==> src/rtl/rtc_pint_pkg.sv <==
package rtc_pint_pkg;

   typedef enum logic [2:0] {
      PI_OFF   = 3'd0,
      PI_LOW   = 3'd1,
      PI_2HZ   = 3'd2,
      PI_1HZ   = 3'd3,
      PI_SEC   = 3'd4,
      PI_MIN   = 3'd5,
      PI_HOUR  = 3'd6,
      PI_MONTH = 3'd7
   } pint_mode_e;

   localparam int unsigned N_CARRY = 4;

   function automatic logic is_pulse(input logic [2:0] m);
      return (m == PI_2HZ) || (m == PI_1HZ);
   endfunction

   function automatic logic is_level(input logic [2:0] m);
      return m[2];
   endfunction

endpackage

==> src/rtl/rtc_pint_prescaler.sv <==
module rtc_pint_prescaler #(
   parameter int unsigned DIV_W   = 15,
   parameter int unsigned LAG_CYC = 3
) (
   input  logic             clk_i,
   input  logic             rst_ni,
   input  logic             clr_i,
   output logic             tap_fast_o,
   output logic             tap_slow_o,
   output logic             sec_inc_o
);

   localparam logic [DIV_W-1:0] MAX_V = {DIV_W{1'b1}};
   localparam logic [DIV_W-1:0] LAG_V = DIV_W'(LAG_CYC);
   localparam int unsigned HALF_FAST  = 2 ** (DIV_W - 2);

   if (DIV_W < 3) begin : g_bad_width
      $error("rtc_pint_prescaler: DIV_W must be at least 3");
   end
   if (LAG_CYC == 0 || LAG_CYC >= HALF_FAST) begin : g_bad_lag
      $error("rtc_pint_prescaler: LAG_CYC must lie inside the first fast half period");
   end

   logic [DIV_W-1:0] cnt_q;
   logic             armed_q;

   always_ff @(posedge clk_i or negedge rst_ni) begin
      if (!rst_ni) begin
         cnt_q   <= '0;
         armed_q <= 1'b0;
      end else if (clr_i) begin
         cnt_q   <= '0;
         armed_q <= 1'b0;
      end else begin
         cnt_q <= cnt_q + 1'b1;
         if (cnt_q == MAX_V) begin
            armed_q <= 1'b1;
         end
      end
   end

   assign tap_fast_o = cnt_q[DIV_W-2];
   assign tap_slow_o = cnt_q[DIV_W-1];
   assign sec_inc_o  = armed_q && (cnt_q == LAG_V);

endmodule

==> src/rtl/rtc_pint_event.sv <==
module rtc_pint_event
   import rtc_pint_pkg::*;
(
   input  logic               inc_i,
   input  logic [N_CARRY-1:0] carry_i,
   input  logic [2:0]         mode_i,
   output logic               evt_o
);

   // chain[k] = increment qualified by the first k carries
   logic [N_CARRY:0] chain;
   assign chain[0] = inc_i;

   for (genvar k = 0; k < N_CARRY; k++) begin : g_chain
      assign chain[k+1] = chain[k] & carry_i[k];
   end

   always_comb begin
      unique case (mode_i)
         PI_SEC:   evt_o = chain[0];
         PI_MIN:   evt_o = chain[1];
         PI_HOUR:  evt_o = chain[2];
         PI_MONTH: evt_o = chain[N_CARRY];
         default:  evt_o = 1'b0;
      endcase
   end

endmodule

==> src/rtl/rtc_pint_outstage.sv <==
module rtc_pint_outstage
   import rtc_pint_pkg::*;
(
   input  logic       clk_i,
   input  logic       rst_ni,
   input  logic [2:0] mode_i,
   input  logic       flag_clr_i,
   input  logic       evt_i,
   input  logic       tap_fast_i,
   input  logic       tap_slow_i,
   output logic [2:0] mode_q_o,
   output logic       int_no,
   output logic       flag_o
);

   logic [2:0] mode_q;
   logic       flag_q;
   logic       flag_d;
   logic       mode_chg;

   assign mode_chg = (mode_i != mode_q);

   always_comb begin
      flag_d = 1'b0;
      if (!mode_chg && is_level(mode_q)) begin
         if (evt_i)           flag_d = 1'b1;
         else if (flag_clr_i) flag_d = 1'b0;
         else                 flag_d = flag_q;
      end
   end

   always_ff @(posedge clk_i or negedge rst_ni) begin
      if (!rst_ni) begin
         mode_q <= PI_OFF;
         flag_q <= 1'b0;
      end else begin
         mode_q <= mode_i;
         flag_q <= flag_d;
      end
   end

   always_comb begin
      unique case (mode_q)
         PI_OFF:  int_no = 1'b1;
         PI_LOW:  int_no = 1'b0;
         PI_2HZ:  int_no = tap_fast_i;
         PI_1HZ:  int_no = tap_slow_i;
         default: int_no = !flag_q;
      endcase
   end

   assign flag_o   = is_pulse(mode_q) ? !int_no : flag_q;
   assign mode_q_o = mode_q;

endmodule

==> src/rtl/rtc_pint_gen.sv <==
module rtc_pint_gen
   import rtc_pint_pkg::*;
#(
   parameter int unsigned DIV_W   = 15,
   parameter int unsigned LAG_CYC = 3
) (
   input  logic       clk_i,
   input  logic       rst_ni,
   input  logic [2:0] mode_i,
   input  logic       flag_clr_i,
   input  logic       sec_wr_i,
   input  logic       sec_carry_i,
   input  logic       min_carry_i,
   input  logic       hr_carry_i,
   input  logic       mon_carry_i,
   output logic       int_no,
   output logic       flag_o,
   output logic       sec_inc_o
);

   logic               tap_fast;
   logic               tap_slow;
   logic               lvl_evt;
   logic [2:0]         mode_q;
   logic [N_CARRY-1:0] carries;

   assign carries = {mon_carry_i, hr_carry_i, min_carry_i, sec_carry_i};

   rtc_pint_prescaler #(
      .DIV_W   (DIV_W),
      .LAG_CYC (LAG_CYC)
   ) u_presc (
      .clk_i      (clk_i),
      .rst_ni     (rst_ni),
      .clr_i      (sec_wr_i),
      .tap_fast_o (tap_fast),
      .tap_slow_o (tap_slow),
      .sec_inc_o  (sec_inc_o)
   );

   rtc_pint_event u_event (
      .inc_i   (sec_inc_o),
      .carry_i (carries),
      .mode_i  (mode_q),
      .evt_o   (lvl_evt)
   );

   rtc_pint_outstage u_out (
      .clk_i      (clk_i),
      .rst_ni     (rst_ni),
      .mode_i     (mode_i),
      .flag_clr_i (flag_clr_i),
      .evt_i      (lvl_evt),
      .tap_fast_i (tap_fast),
      .tap_slow_i (tap_slow),
      .mode_q_o   (mode_q),
      .int_no     (int_no),
      .flag_o     (flag_o)
   );

endmodule

==> config.mk <==
export PLATFORM = sky130hd
export DESIGN_NAME = rtc_pint_gen
export DESIGN_NICKNAME = d
export VERILOG_FILES = /design/src/rtl/rtc_pint_pkg.sv /design/src/rtl/rtc_pint_prescaler.sv /design/src/rtl/rtc_pint_event.sv /design/src/rtl/rtc_pint_outstage.sv /design/src/rtl/rtc_pint_gen.sv
export SDC_FILE = /design/constraint.sdc
export NUM_CORES = 1
export LEC_CHECK = 0
export BUFFER_PORTS_ARGS = -buffer_cell sky130_fd_sc_hd__buf_2
export CELL_PAD_IN_SITES_DETAIL_PLACEMENT = 1
export CELL_PAD_IN_SITES_GLOBAL_PLACEMENT = 2
export CORE_MARGIN = 2
export CORE_UTILIZATION = 36
export CTS_BUF_LIST = sky130_fd_sc_hd__clkbuf_8
export DETAILED_ROUTE_END_ITERATION = 16
export PLACE_DENSITY_LB_ADDON = 0.1
export SLEW_MARGIN = 20
export SYNTH_ARGS = -nofsm -noshare
export SYNTH_HDL_FRONTEND = slang
export SYNTH_SLANG_ARGS = --single-unit
==> constraint.sdc <==
create_clock -name clk_i -period 1.9 [get_ports clk_i]
set_input_delay 0.38 -clock clk_i [delete_from_list [all_inputs] [get_ports clk_i]]
set_output_delay 0.38 -clock clk_i [all_outputs]
set_load 0.05 [all_outputs]
Word-level counts from Yosys, hierarchy flattened
Cells that the tools add are included.
{"block": "op_classes", "n_reduce_logical": 8, "n_eq_ne": 11, "n_addsub": 1, "order_cmp": 0, "mux": 9, "n_mul": 0, "n_bitwise": 4, "div": 0, "n_shift": 0}
{"operator": "adder 15 x 1 -> 15 bit, second input constant", "count": 1}
{"operator": "equality test 15 bit, second input constant", "count": 1}
{"operator": "equality test 15 x 2 -> 1 bit, second input constant", "count": 1}
{"operator": "two-way mux 15 bit", "count": 1}
{"operator": "equality test 3 bit, second input constant", "count": 4}
{"operator": "case mux 1 bit (4 select lines)", "count": 2}
{"operator": "equality test 3 x 2 -> 1 bit, second input constant", "count": 2}
{"operator": "two-way mux 1 bit", "count": 6}
{"operator": "AND 1 bit", "count": 4}
{"operator": "equality test 3 x 1 -> 1 bit, second input constant", "count": 1}
{"operator": "zero test 1 bit", "count": 3}
{"operator": "zero test 3 bit", "count": 1}
{"operator": "inequality test 3 bit", "count": 1}
{"operator": "inequality test 3 bit, second input constant", "count": 1}
{"operator": "logical AND 1 bit", "count": 2}
{"operator": "nonzero test 2 bit", "count": 1}
{"operator": "logical OR 1 bit", "count": 1}
{"block": "word_totals", "ff_bits": 20, "elab_cells": 37, "latch_bits": 0, "romBits": 0, "output_inout_bits": 3, "memories": 0, "mem_bits_rw": 0, "input_bits": 11}

Longest topological paths before layout
Gate-level depths: netlist of run 1.
{"block": "logic_depth", "ltp_word": 9, "ltp_mapped": 5, "ltp_nobuf": 5}

By module
From an unflattened synthesis of run 1, not the netlist that was laid out.
{"block": "unflattened", "hier_cells": 110, "area_unflattened_um2": 1094.8}
{"mod": "rtc_pint_prescaler", "cells_per_inst": 86, "seq_area_each_um2": 400.4, "area_each_um2": 857.1, "n_inst": 1}
{"mod": "rtc_pint_outstage", "cells_per_inst": 19, "seq_area_each_um2": 100.1, "area_each_um2": 203.9, "n_inst": 1}
{"mod": "rtc_pint_event", "cells_per_inst": 5, "seq_area_each_um2": 0.0, "area_each_um2": 33.8, "n_inst": 1}

Worst setup path before layout of run 1
No wires, ideal clock.
{"block": "synth_path", "path_type": "register to output", "from": "register u_out.mode_q[0], in the netlist u_out.mode_q_o[0]", "to": "output flag_o", "slack_ns": -0.296, "arrival_ns": 1.816, "n_path_buf": 1, "path_stages_with_launch": 4, "path_cell_list": "dfrtp_1 clkbuf_1 o21ai_0 o31ai_1"}
{"block": "synth_between", "elab_chain_len": 4, "word_cells_on_any_way": 8, "cone_classes": "eq/ne (3); mux (2); reduce/logical (3)"}
{"item": "start, declared", "line_no": "rtc_pint_outstage.sv:16", "rtl": "logic [2:0] mode_q;"}
{"item": "start signal, assigned", "line_no": "rtc_pint_outstage.sv:37", "rtl": "mode_q <= mode_i;"}
{"item": "equality test 3 x 2 -> 1 bit, or another cell as far along", "line_no": "rtc_pint_pkg.sv:17, rtc_pint_outstage.sv:43"}
{"item": "case mux 1 bit (4 select lines)", "line_no": "rtc_pint_outstage.sv:43", "rtl": "unique case (mode_q)"}
{"item": "zero test 1 bit", "line_no": "rtc_pint_outstage.sv:52", "rtl": "assign flag_o = is_pulse(mode_q) ? !int_no : flag_q;"}
{"item": "two-way mux 1 bit (*)", "line_no": "rtc_pint_outstage.sv:52"}
{"item": "end, declared", "line_no": "rtc_pint_gen.sv:17", "rtl": "output logic flag_o,"}
Every way passes the cells marked *; elsewhere a longest branch is shown, timed or not.

Worst setup path after layout of run 1
{"block": "layout_path", "from": "register u_presc.cnt_q[7]", "to": "output sec_inc_o"}
{"block": "layout_between", "elab_chain_len": 2}
{"item": "start, declared", "line_no": "rtc_pint_prescaler.sv:24", "rtl": "logic [DIV_W-1:0] cnt_q;"}
{"item": "start signal, assigned", "line_no": "rtc_pint_prescaler.sv:35", "rtl": "cnt_q <= cnt_q + 1'b1;"}
{"item": "equality test 15 x 2 -> 1 bit", "line_no": "rtc_pint_prescaler.sv:44", "rtl": "assign sec_inc_o = armed_q && (cnt_q == LAG_V);"}
{"item": "logical AND 1 bit", "line_no": "rtc_pint_prescaler.sv:44"}
{"item": "end, declared", "line_no": "rtc_pint_gen.sv:18", "rtl": "output logic sec_inc_o"}
No other way between the ends.

==> results of run 1 <==
-- per-layer routing --
| metal | vias up | part of all wire [%] |
|---|---|---|
| li1 | 390 | - |
| met1 | 422 | 46 |
| met2 | 8 | 52 |
| met3 | 2 | 2.0 |
| met4 | 0 | 0.61 |
| met5 | - | 0 |
-- final timing paths --
kind,from,to,cells after the start
min in group clk_i,mode_i[2],u_out.mode_q_o[2],1
min,rst_ni,u_presc.cnt_q[11],1
min reg2reg,u_presc.armed_q,u_presc.armed_q,2
max reg2reg,u_presc.cnt_q[2],u_presc.cnt_q[12],4
max in group asynchronous,rst_ni,u_presc.cnt_q[5],1
max,u_presc.cnt_q[7],sec_inc_o,3
-- per-stage QoR --
step,cells,cell area (um2)
after floorplan,102,1010
after global placement,142,1090
after detailed placement,142,1090
after CTS,147,1170
after global routing,148,1200
final,148,1200
-- kinds of logic (layout without fill, tap and decap cells) --
family	count (synthesis)	after routing	share of synthesized area, %
xor+xnor	11	11	9.62
mux	1	1	1.12
flops	20	20	50.0
buf+inv	7	22	2.75
compound gates	17	17	10.3
simple gates	45	45	25.0
fa+ha+maj	1	1	1.25
-- power by group --
part	switching (mW)	internal, mW
Clock	0.137	0.184
Combinational	0.0394	0.0285
Sequential	0.0126	0.434
-- sequential cells by signal, indices dropped and copies added (netlist names) --
name and count:
u_out.mode_q_o 3, u_out.flag_q 1, u_presc.armed_q 1, u_presc.cnt_q 15
-- synthesized netlist by cell type (2+ instances only) --
library cell and count:
clkbuf_1 3, nor4_1 2, or3_1 2, and4_1 3, o21ai_0 5, and3_1 3, dfrtp_1 20, xor2_1 6
xnor2_1 5, a21oi_1 6, nand2_1 5, nand3_1 3, and2_1 3, nor2b_1 2, nand4_1 5, nor2_1 12
inv_1 3
-- final cells by class --
cell class	count	share of cell area, %
Inverter	3	0.938
Clock buffer	4	4.59
Tap cell	31	3.23
Sequential cell	20	41.7
Timing Repair Buffer	15	7.19
Multi-Input combinational cell	75	42.3
-- worst max-delay path, delay by kind of cell, from the launching register on --
family	cells	cell delay, ns
flops	1	0.43
buf+inv	1	0.16
simple gates	2	0.63
-- repair_timing --
action / 4_1_cts / 5_1_grt
hold buffers: 0 / 0
hold endpoints to repair: 0 / 0
setup endpoints to repair: 1 / 1
gates resized for setup: 4 / 3
setup buffers: 1 / 1
pin swaps: 1 / 0
==> PnR_summary.wiki, run 1 <==
{| class="wikitable"
! Metric !! Value
|-
| Status || completed
|-
| Type of origin of the critical path || flip-flop
|-
| Area of the mapped netlist || 1000 um2
|-
| Flip-flop and latch count after synthesis || 20
|-
| Post-synth cell types || 31
|-
| Type of the tightest min-delay check || primary input to async pin
|-
| Register cell area after layout || 500 um2
|-
| Total number of clock tree sinks || 20
|-
| Core footprint || 2690 um2
|-
| Met3 layer usage reported by global route || 2.76%
|-
| Overall power consumption || 836 uW
|-
| CTS tree || done
|-
| Data arrival time of the critical path || 1.48 ns
|-
| Final setup margin || 0.0390 ns
|-
| R2R setup slack || 0.25 ns
|-
| I/O pins || 14
|-
| Worst Hold Slack || 0.0699 ns
|-
| Sum of net half-perimeters after detailed placement || 1660 um
|-
| Commonest cells after routing, fill and taps aside || dfrtp_1 (20), nor2_1 (12), buf_2 (12)
|-
| Remaining Overflow, GRT || 0
|-
| Number of design rule violations left after detail routing || 0
|-
| Drt wl/cell || 15.4 um
|-
| Clock Root Buffer || clkbuf_8
|-
| Bufs on Longest Clock Path || 2
|-
| Aggregate routed wire length || 2290 um
|-
| Cell row count || 19
|-
| Maximum clock rate || 0.537 GHz
|-
| Met2 Use GR || 26.7%
|-
| Syn Area/Cell || 9.81 um2
|-
| Slowest CP cell || dfrtp_1
|-
| Delay contributed by the slowest stage of the critical path || 0.43 ns
|-
| Routability cong. || 0.719
|-
| Die footprint || 3220 um2
|-
| Fraction of layout cells with a size suffix above 1 || 21.4%
|-
| Total setup violations reported at the end of the flow || 0
|-
| Portion of the post-synthesis area used by sequential elements || 50.0%
|-
| Initial Utilization || 37.3%
|-
| Worst Path Class, Setup || flip-flop to output pin
|-
| Iteration count of the initial detailed-routing pass || 4
|-
| Worst Setup End Kind || output pin
|-
| Power density over cell area || 697 nW/um2
|-
| Share of flip-flops with an asynchronous set or reset || 100%
|-
| Number of nets with antenna violations after detailed routing || 0
|-
| Die Y-Extent || 56.7 um
|-
| GR peak layer || met2
|-
| Primary flip-flop cell chosen by synthesis mapping || dfrtp_1
|-
| Multi-input gate area || 508 um2
|-
| Top cells by area in the synthesized netlist || dfrtp_1 (50%), xor2_1 (5.2%), nor2_1 (4.5%), xnor2_1 (4.4%), nand4_1 (3.1%)
|-
| H-tree Lvls || 1
|-
| Synth Instances || 102
|-
| First-pass GRT wire length || 3830 um
|-
| Total routing resource utilization after global routing || 15.3%
|-
| Proportion of netlist area held by the largest area contributor || 50.0%
|-
| Drt first-iter violations || 21
|-
| Fin crit share || 97.9%
|-
| Maximum number of pins on one net before global-route repair || 21
|-
| Critical path data required time || 1.52 ns
|-
| Layout fillers || 303
|-
| Peak VDD IR || 0.459 mV
|-
| Rel. slew slack || 69.0%
|-
| Number of pins exceeding their max-slew limit in the final report || 0
|-
| Cells traversed along the worst timing path || nor4_1 > and4_4 > buf_6
|-
| Global-route track usage on met1 || 18.6%
|-
| Quantity of I/O buffers inserted on ports || 13
|-
| Most common cell after layout, fill and taps aside || dfrtp_1
|-
| Max-capacitance violation count || 0
|-
| Min cycle time layout || 1.86 ns
|-
| Die width || 56.7 um
|-
| Pleak || 0.525 nW
|-
| Setup TNS after final layout || 0 ns
|-
| Synth area leader || dfrtp_1
|-
| Number of nets in the layout || 130
|-
| Mapped Nets || 114
|-
| Total vias in the final route || 822
|-
| Vias in the first global route || 850
|-
| Clock latency on the worst-skew pair || 0.25 ns
|-
| Cts bufs inserted || 3
|-
| Synth warn || 0
|-
| Core utilization of the finished layout || 44.7%
|-
| Via density per instance || 5.55
|-
| Post-synth EDFFs || 0
|-
| Slew at the pin closest to its max-slew limit || 0.465 ns
|-
| Crit path max fanout || 5
|-
| Hold violation count in the final report || 0
|-
| Post-place setup slack || 0.124 ns
|-
| Ant diodes || 0
|-
| Area added between synthesis and finish || 19.9%
|-
| Clock transition at the registers of the reported paths || 0.07 ns
|-
| Maximum clock skew at final layout || 0.00253 ns
|-
| Antenna violations before repair || 0
|}
Note: power is estimated with default switching activity, not from simulation.
==> run 2, diff against run 1 <==
Settings changed: ABC_AREA set to 1, CORE_UTILIZATION 36 to 34, TNS_END_PERCENT set to 5.
==> PnR_summary.wiki, run 2 <==
{| class="wikitable"
! Metric !! Value
|-
| Quantity of I/O buffers inserted on ports || 13 (unchanged)
|-
| Register cell area after layout || 504 um2 (+0.75%)
|-
| Initial Utilization || 35.9% (-1.4 points)
|-
| Largest Register || u_presc.cnt_q
|-
| Overall power consumption || 802 uW (-4.0%)
|-
| Maximum number of pins on one net before global-route repair || 21 (unchanged)
|-
| Drt first-iter violations || 21 (unchanged)
|-
| Top cells by area in the synthesized netlist || dfrtp_1 (46%), nand2_1 (8.9%), nor2_1 (7.2%), inv_1 (6.2%), o21ai_0 (5.0%)
|-
| CTS tree || done
|-
| Total cell area at the placement stage || 1210 um2 (+11%)
|-
| Commonest cells after routing, fill and taps aside || nand2_1 (26), nor2_1 (20), inv_1 (18)
|-
| Fin crit share || 95.1% (-2.8 points)
|-
| Critical path data required time || 1.52 ns (about the same)
|-
| Layout fillers || 390 (+29%)
|-
| Worst path top cell family by delay || simple AND/OR/NAND/NOR gates
|-
| Min cycle time layout || 1.81 ns (-0.0541 ns)
|-
| Number of nets with antenna violations after detailed routing || 0 (unchanged)
|-
| Data arrival time of the critical path || 1.43 ns (-0.05 ns)
|-
| Slew at the pin closest to its max-slew limit || 0.461 ns (-0.00472 ns)
|-
| Multi-input gate area || 529 um2 (+4.2%)
|-
| Number of pins exceeding their max-slew limit in the final report || 0 (unchanged)
|-
| Flip-flop count of the largest register after layout || 15 (unchanged)
|-
| I/O pins || 14 (unchanged)
|-
| Die footprint || 3690 um2 (+15%)
|-
| Number of nets in the layout || 178 (+37%)
|-
| Die Y-Extent || 60.7 um (+7.1%)
|-
| Worst Path Buf+Inv || 1 (unchanged)
|-
| Area added between synthesis and finish || 23.0%
|-
| Iteration count of the initial detailed-routing pass || 4 (unchanged)
|-
| Cts bufs inserted || 3 (unchanged)
|-
| Most repeated cell in the gate-level netlist after synthesis || nand2_1
|-
| Rel. slew slack || 69.3% (+0.31 points)
|-
| Sum of net half-perimeters after detailed placement || 1950 um (+18%)
|-
| Type of the tightest min-delay check || primary input to async pin
|-
| Synth Instances || 140 (+37%)
|-
| Die width || 60.7 um (+7.1%)
|-
| Bufs on Longest Clock Path || 2 (unchanged)
|-
| Antenna violations before repair || 0 (unchanged)
|-
| First-pass GRT wire length || 4360 um (+14%)
|-
| Vias in the first global route || 919 (+8.1%)
|-
| Worst Setup End Kind || output pin
|-
| CTS Hold Buffers Added || 0 (unchanged)
|-
| Clock latency on the worst-skew pair || 0.26 ns (about the same)
|-
| Total setup violations reported at the end of the flow || 0 (unchanged)
|-
| Core footprint || 3050 um2 (+14%)
|-
| Most frequent cells after synthesis || nand2_1 (26), nor2_1 (21), dfrtp_1 (20)
|-
| Delay contributed by the slowest stage of the critical path || 0.44 ns (about the same)
|-
| Mapped Nets || 152 (+33%)
|-
| Synth warn || 0 (unchanged)
|-
| H-tree Lvls || 1 (unchanged)
|-
| Pleak || 0.619 nW (+18%)
|-
| Status || completed
|-
| Drt wl/cell || 12.5 um (-19%)
|-
| Aggregate routed wire length || 2600 um (+14%)
|-
| Maximum clock rate || 0.553 GHz (+3.0%)
|-
| Cell row count || 20 (+1)
|-
| Syn Area/Cell || 7.82 um2 (-20%)
|-
| Worst Path Class, Setup || flip-flop to output pin
|-
| Number of design rule violations left after detail routing || 0 (unchanged)
|-
| Maximum clock skew at final layout || 0.00523 ns (+0.00270 ns)
|-
| Clock transition at the registers of the reported paths || 0.08 ns (about the same)
|-
| Most common cell after layout, fill and taps aside || nand2_1
|-
| Flip-flop and latch count after synthesis || 20 (unchanged)
|-
| Fraction of layout cells with a size suffix above 1 || 26.8% (+5.5 points)
|-
| Remaining Overflow, GRT || 0 (unchanged)
|-
| Share of flip-flops with an asynchronous set or reset || 100% (unchanged)
|-
| Type of origin of the critical path || flip-flop
|-
| CP Depth || 4 (+1)
|-
| Proportion of netlist area held by the largest area contributor || 45.7% (-4.3 points)
|-
| Worst R2R Path Depth || 6 (+2)
|-
| Post-synth EDFFs || 0 (unchanged)
|-
| Primary flip-flop cell chosen by synthesis mapping || dfrtp_1
|-
| Via density per instance || 4.63 (-17%)
|-
| Crit path max fanout || 4 (-1)
|-
| Portion of the post-synthesis area used by sequential elements || 45.7% (-4.3 points)
|-
| Total routing resource utilization after global routing || 16.3% (+1.0 points)
|-
| Post-synth cell types || 21 (-32%)
|-
| Area of the mapped netlist || 1090 um2 (+9.4%)
|-
| Slowest CP cell || dfrtp_2
|-
| Peak VDD IR || 0.223 mV (-51%)
|-
| Total vias in the final route || 964 (+17%)
|-
| Total number of clock tree sinks || 20 (unchanged)
|-
| Worst Hold Slack || 0.0574 ns (-0.0126 ns)
|-
| Hold violation count in the final report || 0 (unchanged)
|-
| Synth area leader || dfrtp_1
|-
| Summed area of non-filler cells in the final layout || 1350 um2 (+12%)
|-
| Max-capacitance violation count || 0 (unchanged)
|-
| Routability cong. || 0.719 (about the same)
|-
| Cells traversed along the worst timing path || nor2_2 > nand2_1 > nor4_2 > buf_4
|-
| Clock Root Buffer || clkbuf_8
|-
| Ant diodes || 0 (unchanged)
|-
| Power density over cell area || 596 nW/um2 (-14%)
|}
[run 2: cell types whose count changed in the layout (fill, tap and decap cells not counted), moves of 4 or more]
cell	change
xor2_1	-6
buf_4	+9
a21oi_1	+4
nor2_1	+8
inv_1	+15
nand2_1	+21
o21ai_0	+5
[run 2: worst paths after layout]
kind                       slack (ns)         startpoint                 to
max                              0.09  u_presc.cnt_q[10]          sec_inc_o
max in group asynchronous        1.50             rst_ni   u_presc.cnt_q[8]
min                              0.06             rst_ni  u_presc.cnt_q[11]
max reg2reg                      0.57   u_presc.cnt_q[0]  u_presc.cnt_q[11]
min in group clk_i               0.24          mode_i[2]  u_out.mode_q_o[2]
min reg2reg                      0.52    u_presc.armed_q    u_presc.armed_q
[run 2: power breakdown]
group / internal, mW / total [mW] / leakage [nW] / switching, mW
combinational: 0.0295 / 0.0744 / 0.332 / 0.0449
sequential: 0.434 / 0.443 / 0.265 / 0.00940
clock: 0.142 / 0.285 / 0.0216 / 0.143
total: 0.605 / 0.802 / 0.619 / 0.197
[run 2: through the flow]
step	instances	TNS, ns	utilization, %	setup WS, ns
2_1_floorplan	140	-0.160	-	-0.160
3_3_place_gp	196	0	39.8	0.224
3_5_place_dp	196	0	39.8	0.181
4_1_cts	200	0	41.8	0.0312
5_1_grt	208	-0.0210	44.1	-0.0210
6_report	208	0	44.1	0.0931
[run 2: kinds of logic (layout without fill, tap and decap cells)]
logic type                 after synthesis  count (layout)  synth area share [%]
adders and majority gates                1               1                  1.14
AOI/OAI and AO/OA                       24              24                  11.3
xor gates and xnor gates                 3               3                  2.40
DFF                                     20              20                  45.7
buffers and inverters                   21              45                  7.88
and+or+nand+nor                         71              71                  31.5
[run 2: final cells by class]
class / count / area share, %
Inverter: 19 / 5.30
Sequential cell: 20 / 37.5
Tap cell: 44 / 4.09
Clock buffer: 3 / 3.07
Multi-Input combinational cell: 99 / 39.3
Timing Repair Buffer: 23 / 10.8
[run 2: what timing repair did]
action	CTS	global route
endpoints found under the setup margin	1	2
buffers inserted	1	8
resized for setup	3	5
pin swaps	0	2
hold endpoints to repair	0	0
[run 2: per-layer routing]
metal / up-vias / wire (um) / track usage (%)
li1: 505 / - / -
met1: 446 / 1330 / 24.1
met2: 10 / 1180 / 23.8
met4: 0 / 31 / 4.66
met5: - / 0 / 0
met3: 3 / 57 / 3.84
==> run 3, diff against run 2 <==
Settings changed: BUFFER_PORTS_ARGS -buffer_cell sky130_fd_sc_hd__buf_2 to -buffer_cell sky130_fd_sc_hd__buf_4.
==> PnR_summary.wiki, run 3 (same netlist as run 2, synthesis figures left out) <==
{| class="wikitable"
! Metric !! Value
|-
| Status || completed
|-
| Clock latency on the worst-skew pair || 0.26 ns (about the same)
|-
| Number of design rule violations left after detail routing || 0 (unchanged)
|-
| Worst Setup End Kind || output pin
|-
| H-tree Lvls || 1 (unchanged)
|-
| I/O pins || 14 (unchanged)
|-
| Sequential cell fraction of total power || 54.4% (-0.8 points)
|-
| Total routing resource utilization after global routing || 16.4% (+0.081 points)
|-
| First-pass GRT wire length || 4370 um (+0.16%)
|-
| Multi-input gate area || 532 um2 (+0.47%)
|-
| Critical path data required time || 1.52 ns (about the same)
|-
| Worst Hold Slack || 0.235 ns (+0.178 ns)
|-
| Setup repair after global routing missed its margin || no
|-
| Clock transition at the registers of the reported paths || 0.07 ns (about the same)
|-
| Remaining Overflow, GRT || 0 (unchanged)
|-
| Die Y-Extent || 60.7 um (unchanged)
|-
| Area added between synthesis and finish || 23.8%
|-
| Power density over cell area || 601 nW/um2 (+0.90%)
|-
| Ant diodes || 0 (unchanged)
|-
| Initial Utilization || 35.9% (unchanged)
|-
| Maximum clock skew at final layout || 0.00277 ns (-0.00246 ns)
|-
| Rel. slew slack || 77.2% (+7.9 points)
|-
| Cell row count || 20 (unchanged)
|-
| Total vias in the final route || 961 (-0.31%)
|-
| Max-capacitance violation count || 0 (unchanged)
|-
| Aggregate routed wire length || 2710 um (+4.0%)
|-
| Slew at the pin closest to its max-slew limit || 0.341 ns (-0.119 ns)
|-
| Layout fillers || 393 (+0.77%)
|-
| Total number of clock tree sinks || 20 (unchanged)
|-
| Via density per instance || 4.69 (+1.1%)
|-
| Core footprint || 3050 um2 (unchanged)
|-
| Crit path max fanout || 3 (-1)
|-
| Antenna violations before repair || 0 (unchanged)
|-
| Most common cell after layout, fill and taps aside || nand2_1
|-
| Peak VDD IR || 0.244 mV (+9.4%)
|-
| Largest Register || u_presc.cnt_q
|-
| Min cycle time layout || 1.83 ns (+0.0273 ns)
|-
| Cell Count Post-Placement || 196 (unchanged)
|-
| Sum of net half-perimeters after detailed placement || 2030 um (+3.6%)
|-
| Data arrival time of the critical path || 1.45 ns (+0.02 ns)
|-
| P_int || 614 uW (+1.5%)
|-
| Clock group share of total power || 35.2% (-0.3 points)
|-
| Die footprint || 3690 um2 (unchanged)
|-
| Die width || 60.7 um (unchanged)
|-
| Hold violation count in the final report || 0 (unchanged)
|-
| Bufs on Longest Clock Path || 2 (unchanged)
|-
| Drt wl/cell || 13.2 um (+5.5%)
|-
| Setup TNS after final layout || 0 ns (unchanged)
|-
| Commonest cells after routing, fill and taps aside || nand2_1 (26), nor2_1 (21), buf_4 (19)
|-
| Fraction of layout cells with a size suffix above 1 || 24.2% (-2.6 points)
|-
| Total setup violations reported at the end of the flow || 0 (unchanged)
|-
| Routability cong. || 0.711 (-1.0%)
|-
| Fin crit share || 96.5% (+1.4 points)
|-
| CTS tree || done
|-
| Clock Root Buffer || clkbuf_8
|-
| Number of nets in the layout || 175 (-1.7%)
|-
| Worst Path Class, Setup || flip-flop to output pin
|-
| Number of pins exceeding their max-slew limit in the final report || 0 (unchanged)
|-
| Maximum clock rate || 0.545 GHz (-1.5%)
|-
| Iteration count of the initial detailed-routing pass || 4 (unchanged)
|-
| Type of origin of the critical path || flip-flop
|-
| Combinational group share of total power || 10.4% (+1.1 points)
|-
| Quantity of I/O buffers inserted on ports || 13 (unchanged)
|-
| Number of nets with antenna violations after detailed routing || 0 (unchanged)
|-
| Vias in the first global route || 940 (+2.3%)
|-
| Flip-flop count of the largest register after layout || 15 (unchanged)
|-
| Net load switching power || 201 uW (+1.8%)
|-
| Drt first-iter violations || 18 (-14%)
|-
| Switching power share of the total || 24.7% (+0.067 points)
|-
| Layout Cells excl Fill || 205 (-1.4%)
|-
| Pleak || 0.609 nW (-1.5%)
|-
| Register cell area after layout || 503 um2 (-0.25%)
|-
| Cts bufs inserted || 3 (unchanged)
|-
| Type of the tightest min-delay check || primary input to flip-flop
|-
| Maximum number of pins on one net before global-route repair || 21 (unchanged)
|}
-- run 3: cell count changes in the layout (fill, tap and decap cells not counted), sizes merged --
| cell | change |
|---|---|
| buf | -3 |
| clkbuf | -1 |
| dlygate4sd3 | +1 |
-- run 3: cell type report --
class / count / area share, %
multi-input cells: 99 / 39.2
flip-flops and latches: 20 / 37.1
repair buffers: 20 / 11.3
inverters: 19 / 5.26
well taps: 44 / 4.06
clock buffers: 3 / 3.05
-- run 3: power by group through the flow --
stage | registers, mW | clock network, mW | logic, mW
floorplan | 0.449 | 0 | 0.0380
global placement | 0.450 | 0 | 0.0737
detailed placement | 0.451 | 0 | 0.0751
CTS | 0.442 | 0.300 | 0.0774
global route | 0.445 | 0.324 | 0.0962
finish | 0.443 | 0.286 | 0.0849
-- run 3: layer usage --
layer  vias up  GRT usage [%]  share of wire, %  routed length, um
met5         -              0                 0                  0
met3         5           3.84               2.3                 63
met2         8           23.8                46               1250
met4         0           5.59               1.1                 31
li1        502              -                 -                  -
met1       446           24.0                50               1360
-- run 3: what timing repair did --
item	CTS	global route
pin swaps	1	2
buffers inserted	0	5
setup endpoints to repair	1	1
resized for setup	1	4
hold endpoints to repair	14	0
hold buffers	1	0
-- run 3: final timing paths --
| kind | cells past startpoint | slack [ns] | endpoint | from |
|---|---|---|---|---|
| worst max-delay path | 4 | 0.07 | sec_inc_o | u_presc.cnt_q[1] |
| worst min-delay path | 1 | 0.23 | u_out.mode_q_o[2] | mode_i[2] |
| worst max register to register | 10 | 0.52 | u_presc.cnt_q[10] | u_presc.cnt_q[1] |
| worst min register to register | 2 | 0.54 | u_presc.armed_q | u_presc.armed_q |
| min in group asynchronous | 2 | 0.53 | u_presc.cnt_q[11] | rst_ni |
| max in group asynchronous | 2 | 1.14 | u_presc.cnt_q[8] | rst_ni |
-- run 3: critical path: stages, from the launching register on --
cell,delay (ns)
dfrtp_1,0.40
ha_4,0.16
nand3_2,0.09
nor4_2,0.30
buf_4,0.24
-- run 3: per-stage QoR --
| stage | setup slack, ns | instance area [um2] | power (mW) | util, % |
|---|---|---|---|---|
| 2_1_floorplan | -0.160 | 1100 | 0.487 | - |
| 3_3_place_gp | 0.267 | 1250 | 0.524 | 40.8 |
| 3_5_place_dp | 0.204 | 1250 | 0.526 | 40.8 |
| 4_1_cts | 0.0174 | 1300 | 0.819 | 42.6 |
| 5_1_grt | 0.0109 | 1360 | 0.865 | 44.4 |
| 6_report | 0.0658 | 1360 | 0.815 | 44.4 |
